**src/rtl/ipi_pkg.sv**
```systemverilog
package ipi_pkg;

   // Register indices. Software depends on these values.
   typedef enum logic [1:0] {
      REG_SEND_ONE     = 2'd0,
      REG_SEND_ALL_BUT = 2'd1,
      REG_POP          = 2'd2,
      REG_STATUS       = 2'd3
   } ipi_reg_e;

   // Low bits of a send word that carry the target core index.
   localparam int TGT_W = 16;

endpackage

```
**src/rtl/ipi_fifo.sv**
```systemverilog
// One core's queue of pending interrupt numbers.
module ipi_fifo #(
   parameter int DEPTH = 4,
   parameter int W     = 16
) (
   input  logic         clk,
   input  logic         rst_n,
   input  logic         push,
   input  logic         pop,
   input  logic         clear,
   input  logic [W-1:0] din,
   output logic [W-1:0] head,
   output logic         empty,
   output logic         dropped
);
   localparam int  PW   = (DEPTH > 1) ? $clog2(DEPTH) : 1;
   localparam int  CW   = $clog2(DEPTH + 1);
   localparam bit  POW2 = ((DEPTH & (DEPTH - 1)) == 0);

   logic [W-1:0]  mem [DEPTH];
   logic [PW-1:0] rd_ptr, wr_ptr, rd_nxt, wr_nxt;
   logic [CW-1:0] count;
   logic          do_pop, do_push, is_full;

   assign is_full = (count == CW'(DEPTH));
   assign empty   = (count == '0);
   assign do_pop  = pop && !empty && !clear;
   // A pop in the same cycle frees the slot that the push needs.
   assign do_push = push && !clear && (!is_full || do_pop);
   assign dropped = push && !clear && !do_push;
   assign head    = mem[rd_ptr];

   generate
      if (POW2) begin : g_wrap_free
         assign rd_nxt = rd_ptr + 1'b1;
         assign wr_nxt = wr_ptr + 1'b1;
      end else begin : g_wrap_cmp
         assign rd_nxt = (rd_ptr == PW'(DEPTH - 1)) ? '0 : rd_ptr + 1'b1;
         assign wr_nxt = (wr_ptr == PW'(DEPTH - 1)) ? '0 : wr_ptr + 1'b1;
      end
   endgenerate

   always_ff @(posedge clk) begin
      if (!rst_n) begin
         rd_ptr <= '0;
         wr_ptr <= '0;
         count  <= '0;
      end else if (clear) begin
         rd_ptr <= '0;
         wr_ptr <= '0;
         count  <= '0;
      end else begin
         if (do_pop)  rd_ptr <= rd_nxt;
         if (do_push) wr_ptr <= wr_nxt;
         if (do_push && !do_pop)      count <= count + 1'b1;
         else if (do_pop && !do_push) count <= count - 1'b1;
      end
   end

   always_ff @(posedge clk) begin
      if (do_push) mem[wr_ptr] <= din;
   end

endmodule

```
**src/rtl/ipi_decode.sv**
```systemverilog
// Turns one register access into per-core push, pop and clear strobes.
module ipi_decode #(
   parameter int N_CORES = 4,
   parameter int ADDR_W  = 4,
   parameter int DATA_W  = 32,
   parameter int ID_W    = 2
) (
   input  logic              acc_valid,
   input  logic              acc_write,
   input  logic [ADDR_W-1:0] acc_addr,
   input  logic [DATA_W-1:0] acc_wdata,
   input  logic [ID_W-1:0]   acc_src,
   output logic [N_CORES-1:0] push_mask,
   output logic [N_CORES-1:0] pop_mask,
   output logic [N_CORES-1:0] clr_mask,
   output logic              src_ok,
   output logic              is_pop_rd,
   output logic              is_stat_rd,
   output logic              is_stat_wr
);
   import ipi_pkg::*;

   localparam logic [ADDR_W-1:0] A_ONE  = ADDR_W'(REG_SEND_ONE);
   localparam logic [ADDR_W-1:0] A_ALL  = ADDR_W'(REG_SEND_ALL_BUT);
   localparam logic [ADDR_W-1:0] A_POP  = ADDR_W'(REG_POP);
   localparam logic [ADDR_W-1:0] A_STAT = ADDR_W'(REG_STATUS);

   logic             wr, rd, send_one, send_all;
   logic [TGT_W-1:0] tgt;

   assign wr         = acc_valid && acc_write;
   assign rd         = acc_valid && !acc_write;
   assign send_one   = wr && (acc_addr == A_ONE);
   assign send_all   = wr && (acc_addr == A_ALL);
   assign is_pop_rd  = rd && (acc_addr == A_POP);
   assign is_stat_rd = rd && (acc_addr == A_STAT);
   assign is_stat_wr = wr && (acc_addr == A_STAT);
   assign tgt        = acc_wdata[TGT_W-1:0];
   assign src_ok     = (32'(acc_src) < 32'(N_CORES));

   generate
      for (genvar i = 0; i < N_CORES; i++) begin : g_core
         logic hit_tgt, hit_src;
         assign hit_tgt      = (tgt == TGT_W'(i));
         assign hit_src      = (acc_src == ID_W'(i));
         assign push_mask[i] = (send_one && hit_tgt) || (send_all && !hit_tgt);
         assign pop_mask[i]  = is_pop_rd && hit_src;
         assign clr_mask[i]  = wr && (acc_addr == A_POP) && hit_src;
      end
   endgenerate

endmodule

```
**src/rtl/ipi_queue_ctrl.sv**
```systemverilog
module ipi_queue_ctrl #(
   parameter int N_CORES = 4,
   parameter int DEPTH   = 4,
   parameter int ADDR_W  = 4,
   parameter int DATA_W  = 32,
   parameter int ID_W    = (N_CORES > 1) ? $clog2(N_CORES) : 1
) (
   input  logic               clk,
   input  logic               rst_n,
   input  logic               acc_valid,
   input  logic               acc_write,
   input  logic [ADDR_W-1:0]  acc_addr,
   input  logic [DATA_W-1:0]  acc_wdata,
   input  logic [ID_W-1:0]    acc_src,
   output logic               rd_valid,
   output logic [DATA_W-1:0]  rd_data,
   output logic [N_CORES-1:0] irq
);
   import ipi_pkg::*;

   localparam int NUM_W = DATA_W - TGT_W;

   generate
      if (DEPTH < 1)           begin : g_bad_depth $error("DEPTH must be at least 1"); end
      if (N_CORES < 2)         begin : g_bad_cores $error("N_CORES must be at least 2"); end
      if (N_CORES > DATA_W)    begin : g_bad_stat  $error("status needs N_CORES <= DATA_W"); end
      if (DATA_W <= TGT_W)     begin : g_bad_data  $error("DATA_W must exceed the target field"); end
      if (ADDR_W < 2)          begin : g_bad_addr  $error("ADDR_W must be at least 2"); end
      if ((1 << ID_W) < N_CORES) begin : g_bad_id  $error("ID_W too narrow for N_CORES"); end
   endgenerate

   logic [N_CORES-1:0] push_mask, pop_mask, clr_mask, empty, dropped, ovf_q;
   logic               src_ok, is_pop_rd, is_stat_rd, is_stat_wr;
   logic [NUM_W-1:0]   heads [N_CORES];
   logic [NUM_W-1:0]   num;

   assign num = acc_wdata[DATA_W-1:TGT_W];

   ipi_decode #(
      .N_CORES(N_CORES), .ADDR_W(ADDR_W), .DATA_W(DATA_W), .ID_W(ID_W)
   ) u_dec (
      .acc_valid (acc_valid),
      .acc_write (acc_write),
      .acc_addr  (acc_addr),
      .acc_wdata (acc_wdata),
      .acc_src   (acc_src),
      .push_mask (push_mask),
      .pop_mask  (pop_mask),
      .clr_mask  (clr_mask),
      .src_ok    (src_ok),
      .is_pop_rd (is_pop_rd),
      .is_stat_rd(is_stat_rd),
      .is_stat_wr(is_stat_wr)
   );

   generate
      for (genvar i = 0; i < N_CORES; i++) begin : g_q
         ipi_fifo #(.DEPTH(DEPTH), .W(NUM_W)) u_fifo (
            .clk    (clk),
            .rst_n  (rst_n),
            .push   (push_mask[i]),
            .pop    (pop_mask[i]),
            .clear  (clr_mask[i]),
            .din    (num),
            .head   (heads[i]),
            .empty  (empty[i]),
            .dropped(dropped[i])
         );
         assign irq[i] = !empty[i];

         always_ff @(posedge clk) begin
            if (!rst_n)                                 ovf_q[i] <= 1'b0;
            else if (dropped[i])                        ovf_q[i] <= 1'b1;
            else if (is_stat_wr && acc_wdata[i])        ovf_q[i] <= 1'b0;
         end
      end
   endgenerate

   logic [NUM_W-1:0] sel_head;
   logic             sel_empty;

   always_comb begin
      sel_head  = '0;
      sel_empty = 1'b1;
      for (int i = 0; i < N_CORES; i++) begin
         if (acc_src == ID_W'(i)) begin
            sel_head  = heads[i];
            sel_empty = empty[i];
         end
      end
   end

   always_ff @(posedge clk) begin
      if (!rst_n) begin
         rd_valid <= 1'b0;
         rd_data  <= '0;
      end else begin
         rd_valid <= acc_valid && !acc_write;
         if (is_pop_rd && src_ok && !sel_empty) rd_data <= {{TGT_W{1'b0}}, sel_head};
         else if (is_stat_rd)                   rd_data <= DATA_W'(ovf_q);
         else                                   rd_data <= '0;
      end
   end

endmodule

```
**config.mk**
```make
export PLATFORM = sky130hd
export DESIGN_NAME = ipi_queue_ctrl
export DESIGN_NICKNAME = d
export VERILOG_FILES = /design/src/rtl/ipi_pkg.sv /design/src/rtl/ipi_fifo.sv /design/src/rtl/ipi_decode.sv /design/src/rtl/ipi_queue_ctrl.sv
export SDC_FILE = /design/constraint.sdc
export NUM_CORES = 1
export LEC_CHECK = 0
export BUFFER_PORTS_ARGS = -buffer_cell sky130_fd_sc_hd__buf_2
export CAP_MARGIN = 30
export CORE_ASPECT_RATIO = 0.75
export CORE_MARGIN = 2
export CORE_UTILIZATION = 60
export CTS_CLUSTER_SIZE = 25
export DETAILED_ROUTE_END_ITERATION = 10
export GPL_ROUTABILITY_DRIVEN = 1
export PLACE_DENSITY = 0.75
export SLEW_MARGIN = 5
export SYNTH_ARGS = -nofsm -noshare
export SYNTH_HDL_FRONTEND = slang
export SYNTH_SLANG_ARGS = --single-unit
export TNS_END_PERCENT = 100
```
**constraint.sdc**
```tcl
create_clock -name clk -period 3.9 [get_ports clk]
set_input_delay 0.78 -clock clk [delete_from_list [all_inputs] [get_ports clk]]
set_output_delay 0.78 -clock clk [all_outputs]
set_load 0.02 [all_outputs]
```
Yosys cells after proc, flatten, opt, wreduce, memory -nomap -nowiden

Memories as Yosys holds them, arrays and structs flattened. A register that Yosys moved wholly into a read port is not among the register bits.
Cells that the tools add are included.

Register bits: 65
Bits in latches: 0
RAM bits: 256
ROM bits: 0
Memories: 4

Memories:

| name              | words | bits a word | rd ports | clocked after memory_dff | wr ports | line           | RTL |
|---|---|---|---|---|---|---|---|
| g_q[0].u_fifo.mem | 4     | 16          | 1        | 1                        | 1        | ipi_fifo.sv:20 | `logic [W-1:0] mem [DEPTH];` |
| g_q[1].u_fifo.mem | 4     | 16          | 1        | 1                        | 1        | ipi_fifo.sv:20 |  |
| g_q[2].u_fifo.mem | 4     | 16          | 1        | 1                        | 1        | ipi_fifo.sv:20 |  |
| g_q[3].u_fifo.mem | 4     | 16          | 1        | 1                        | 1        | ipi_fifo.sv:20 |  |

Add/sub/neg operators: 16
Multiply operators: 0
Div/mod/pow operators: 0
Magnitude comparators: 0
Eq/ne operators: 13
Shifts and indexed selects: 0
Mux-type cells: 42
Bitwise operators: 1
Reduce and logical (&&, ||, !) cells: 111

Operators by type and width:

| operator                                         | count |
|---|---|
| two-way mux 16 bit                               | 5 |
| logical AND 1 bit                                | 57 |
| == test 16 x 2 -> 1 bit, second input constant   | 2 |
| logical NOT 1 bit                                | 26 |
| two-way mux 3 bit                                | 8 |
| two-way mux 1 bit                                | 20 |
| adder 2 x 1 -> 2 bit, second input constant      | 8 |
| == test 16 x 1 -> 1 bit, second input constant   | 1 |
| logical NOT 16 bit                               | 1 |
| two-way mux 2 bit                                | 8 |
| nonzero test 2 bit                               | 8 |
| adder 3 x 1 -> 3 bit, second input constant      | 4 |
| == test 3 bit, second input constant             | 4 |
| logical NOT 3 bit                                | 4 |
| subtractor 3 x 1 -> 3 bit, second input constant | 4 |
| OR reduction 2 bit                               | 5 |
| == test 4 x 2 -> 1 bit, second input constant    | 2 |
| logical OR 1 bit                                 | 8 |
| == test 2 bit, second input constant             | 2 |
| == test 4 x 1 -> 1 bit, second input constant    | 1 |
| logical NOT 4 bit                                | 1 |
| two-way mux 4 bit                                | 1 |
| == test 2 x 1 -> 1 bit, second input constant    | 1 |
| logical NOT 2 bit                                | 1 |
| NOT 1 bit                                        | 1 |

Longest topological paths before layout

Word-level depth: 12
Gate-level depth with buffers: 11
Gate-level depth less buffers: 10

Modules after synthesis

A second synthesis with hierarchy kept.

Cells, all modules: 708
Area, all modules: 12,868.6 µm²

By module, submodules not included:

| module         | times used | cells an instance | area each (µm²) |
|---|---|---|---|
| ipi_fifo       | 4          | 139               | 2,819.0 |
| ipi_queue_ctrl | 1          | 112               | 1,292.5 |
| ipi_decode     | 1          | 40                | 300.3 |

Least setup slack after synthesis

OpenSTA, ideal clock, no wires.

Kind: input-to-reg
From: in acc_wdata[13]
To: reg g_q[0].u_fifo.count[2]
Arrival: 3.508 ns
Data required time: 3.829 ns
Path slack: 0.321 ns
Stages on the path: 10
Path buffers: 0
Cells stage by stage: or4_4 -> nor4_4 -> mux2i_1 -> and2_4 -> ha_1 -> inv_1 -> fa_1 -> xor2_1 -> or3_1 -> a21oi_1

Cells in the longest elaborated chain, start to end: 9
Elaborated cells on any way between the ends: 12
Classes of those cells: mux (1); reduce/logical (11)

RTL lines:

| what                                | line                 | RTL |
|---|---|---|
| start, declared                     | ipi_queue_ctrl.sv:13 | `input logic [DATA_W-1:0] acc_wdata,` |
| logical NOT 16 bit (*)              | ipi_decode.sv:44     | `assign hit_tgt = (tgt == TGT_W'(i));` |
| logical NOT 1 bit                   | ipi_decode.sv:46     | `assign push_mask[i] = (send_one && hit_tgt) \|\| (send_all && !hit_tgt);` |
| logical AND 1 bit                   | ipi_decode.sv:46     |  |
| logical OR 1 bit (*)                | ipi_decode.sv:46     |  |
| logical AND 1 bit (*) (2 in a row)  | ipi_fifo.sv:29       | `assign do_push = push && !clear && (!is_full \|\| do_pop);` |
| via g_q[0].u_fifo.do_push           | ipi_fifo.sv:23       | `logic do_pop, do_push, is_full;` |
| logical NOT 1 bit                   | ipi_fifo.sv:56       | `else if (do_pop && !do_push) count <= count - 1'b1;` |
| logical AND 1 bit                   | ipi_fifo.sv:56       |  |
| nonzero test 2 bit (no source line) | --                   |  |
| end signal, assigned                | ipi_fifo.sv:55       | `if (do_push && !do_pop) count <= count + 1'b1;` |
| end signal, assigned                | ipi_fifo.sv:56       |  |
| end, declared                       | ipi_fifo.sv:22       | `logic [CW-1:0] count;` |

Mark *: on every way through the listed nets, which the timed path passes. The rest lies on a longest branch.
A chain may end at the register's enable or synchronous reset.

Worst setup path after layout

From: in acc_wdata[13]
To: reg g_q[3].u_fifo.count[2]

Cells in the longest elaborated chain, start to end: 9
Elaborated cells on any way between the ends: 12
Classes of those cells: eq/ne (1); mux (1); reduce/logical (10)

RTL lines:

| what                                | line |
|---|---|
| == test 16 x 2 -> 1 bit (*)         | ipi_decode.sv:44 |
| logical NOT 1 bit                   | ipi_decode.sv:46 |
| logical AND 1 bit                   | ipi_decode.sv:46 |
| logical OR 1 bit (*)                | ipi_decode.sv:46 |
| logical AND 1 bit (*) (2 in a row)  | ipi_fifo.sv:29 |
| via g_q[3].u_fifo.do_push           | ipi_fifo.sv:23 |
| logical NOT 1 bit                   | ipi_fifo.sv:56 |
| logical AND 1 bit                   | ipi_fifo.sv:56 |
| nonzero test 2 bit (no source line) | -- |
| end signal, assigned                | ipi_fifo.sv:55 |
| end signal, assigned                | ipi_fifo.sv:56 |
| end, declared                       | ipi_fifo.sv:22 |

Marked as above.

==> out/metrics.yaml <==
layout:
  drive_above_1_share_pct: 30.0
  diodes: 0
  finalNonFillerCells: 1091
  nets: 853
  area_delta_synth_final_pct: 14.3
  fin_area_sq_um: 14400
global_route:
  grt_use_total_pct: 24.1
  gr-total-overflow: 0
  grt_max_degree: 20
  grt_pass1_vias: 6649
  antenna_found_initial: 0
  grt_pass1_wl_um: 38900
logic_synthesis:
  synth-edff-count: 256
  yosysSeqAreaShare_pct: 70.0
  synth_cell_types: 57
  synth_cells: 681
  netlist_top_cells_area: "edfxtp_1 (61%), mux4_2 (13%), dfxtp_1 (9.1%)"
  synth_warnings: 0
  synth_area_leader_cell: "edfxtp_1"
  yosysMostFrequentCell: "edfxtp_1"
  synthFlopType: "edfxtp_1"
  synth.cell_area_sq_um: 12600
  yosysTopAreaCellShare_pct: 61.0
  synth_common_cells: "edfxtp_1 (256), mux4_2 (73), dfxtp_1 (57)"
  synth-seq-cells: 313
  async_flop_share_pct: 0
  avgSynthCellArea_sq_um: 18.5
sta:
  tightestPinTransition_ns: 0.917
  relSlewSlack_pct: 38.8
  setup_viol: 0
  finalCriticalPeriod_ns: 3.33
  hold_violations: 0
  fmax_ghz: 0.300
  whs_ns: 0.505
  finClkSkew_ns: 0.0111
  min_period_over_period_pct: 85.4
  grt_setup_unrepaired: "false"
  maxSlewViolCount: 0
  finalSetupTns_ns: 0
route:
  wl_per_cell_um: 24.0
  wl_met1_um: 11100
  firstDrtPassIters: 4
  dr.first_iter.drc_count: 693
  met3_length_um: 1640
  wl_um: 26200
  drc: 0
  postRouteAntennaNets: 0
  viasPerCell: 6.05
  top_layer_used: "met4"
  via_count: 6596
  wl_met2_um: 12900
clock_network:
  insertion_delay_ns: 0.54
  path_clk_slew_ns: 0.07
  cts_tree: "built"
  clockRootBuffer: "clkbuf_16"
  cts_made_buffers: 29
  cts_resized: 0
  cts.sinks: 313
  cts-hold-fix-buffers: 0
  htreeDepth: 1
  cts_max_path_buffers: 3
  postCtsSetupBuffers: 0
power_and_ir_drop:
  leakagePower_nw: 5.01
  power.density_nw_per_um2: 466
  vdd_ir_drop_max_uv: 342
floorplanning:
  die_area_sq_um: 22200
  fp.dieH_um: 130
  core_area_sq_um: 20400
  die_w_um: 171
  start_util_pct: 61.7
  ios: 79
  rows: 45
flow_run:
  drv_cap: 0
worst_setup_path:
  path_max_fanout: 4
  path_depth: 11
  end_kind: "register"
  crit_chain: "buf_2, or4_4, nor4_2, mux2_2, nor2_1, ha_1, inv_1, fa_1, xor2_1, or3_1, a21oi_1"
  required_ns: 4.36
  r2r-start: "g_q[3].u_fifo.count[0]"
  crit_end: "g_q[3].u_fifo.count[2]"
  reg2reg_slack_ns: 1.35
  regToRegEndpoint: "g_q[3].u_fifo.count[2]"
  path_buf_inv: 2
  crit_start: "acc_wdata[13]"
  critPathMaxStageDelay_ns: 0.60
  crit_type: "in -> reg"
  rr_worst_depth: 8
  critPathTopFamily: "simple AND/OR/NAND/NOR gates"
  worstPathArrival_ns: 3.79
  worstSetupStartpointType: "input port"
  crit_path_top_delay_cell: "or4_4"
worst_hold_path:
  hold_path.class: "reg -> reg"
placement:
  port_buffers: 62
  gp_congestion: 0.819
  postPlaceCellArea_sq_um: 13400
  dpl.hpwl_um: 16500
  dp.cells: 1035
run_status:
  outcome: "completed"
-- final cells by class --
class | instances | area, sq um
Sequential cell | 313 | 8830
Clock inverter | 17 | 194
Multi-Input combinational cell | 328 | 3540
Fill cell | 1276 | 6030
Clock buffer | 36 | 805
Tap cell | 282 | 353
Inverter | 16 | 60.1
Timing Repair Buffer | 99 | 626
-- sequential cells by signal, indices dropped and copies added, names as in the netlist, named ones only --
name / cells
g_q.u_fifo.rd_ptr: 8
g_q.u_fifo.count: 12
g_q.u_fifo.wr_ptr: 8
rd_valid: 1
rd_data: 16
ovf_q: 4
g_q.u_fifo.mem: 256
-- tightest hold or removal path, delay by kind of cell, from the launching register on --
| family | cells | cell delay, ns |
|---|---|---|
| AO/OA/AOI/OAI | 1 | 0.08 |
| flip-flops | 1 | 0.33 |
| AND/OR/NAND/NOR | 1 | 0.05 |
-- report_power, final --
part	leakage (nW)	internal, W	switching, W
registers	2.76	0.00361	0.00000381
clock network	0.496	0.00173	0.00120
logic	1.75	0.0000557	0.000119
total	5.01	0.00540	0.00132
-- logic make-up (layout without fill, tap and decap cells) --
family / Yosys count / after routing / share of synthesized area [%]
adders and majority gates: 24 / 24 / 2.62
muxes: 88 / 88 / 14.3
xor gates and xnor gates: 16 / 16 / 1.11
AOI/OAI and AO/OA: 49 / 49 / 2.77
buffers and inverters: 55 / 168 / 2.30
DFF: 313 / 313 / 70.0
and+or+nand+nor: 135 / 135 / 6.83
other: 1 / 16 / 0.0297
-- through the flow --
step,power [W],utilization [%],worst slack [ns]
2_1_floorplan,0.00379,-,0.321
3_3_place_gp,0.00385,65.4,0.180
3_5_place_dp,0.00386,65.4,0.0488
4_1_cts,0.00674,70.3,0.606
5_1_grt,0.00689,70.5,0.484
6_report,0.00672,70.5,0.571
-- layer usage --
metal	global-route usage (%)	vias up
met2	40.6	256
met1	33.1	3389
met3	4.40	51
met4	6.38	0
met5	0	-
li1	-	2900
-- placed cells by master, fill, tap and decap left out, types with 12 or more instances in the layout --
cell	instances
ha_1	20
dfxtp_1	57
xor2_1	16
clkbuf_16	31
nor2_1	32
and3_1	16
inv_1	16
conb_1	16
mux2i_1	12
and2b_1	12
mux4_2	73
edfxtp_1	256
buf_2	62
buf_4	32
-- worst min-delay path by stage --
stage / cells past startpoint / startpoint / slack, ns / to
finish: 2 / ovf_q[0] / 0.50 / rd_data[0]
global route: 2 / ovf_q[0] / 0.54 / rd_data[0]
global placement: 2 / g_q[3].u_fifo.count[2] / 0.47 / g_q[3].u_fifo.count[2]
detailed placement: 2 / ovf_q[0] / 0.48 / rd_data[0]
floorplan: 2 / ovf_q[1] / 0.42 / rd_data[1]
CTS: 2 / ovf_q[0] / 0.50 / rd_data[0]
Note: power is estimated with default switching activity, not from simulation.
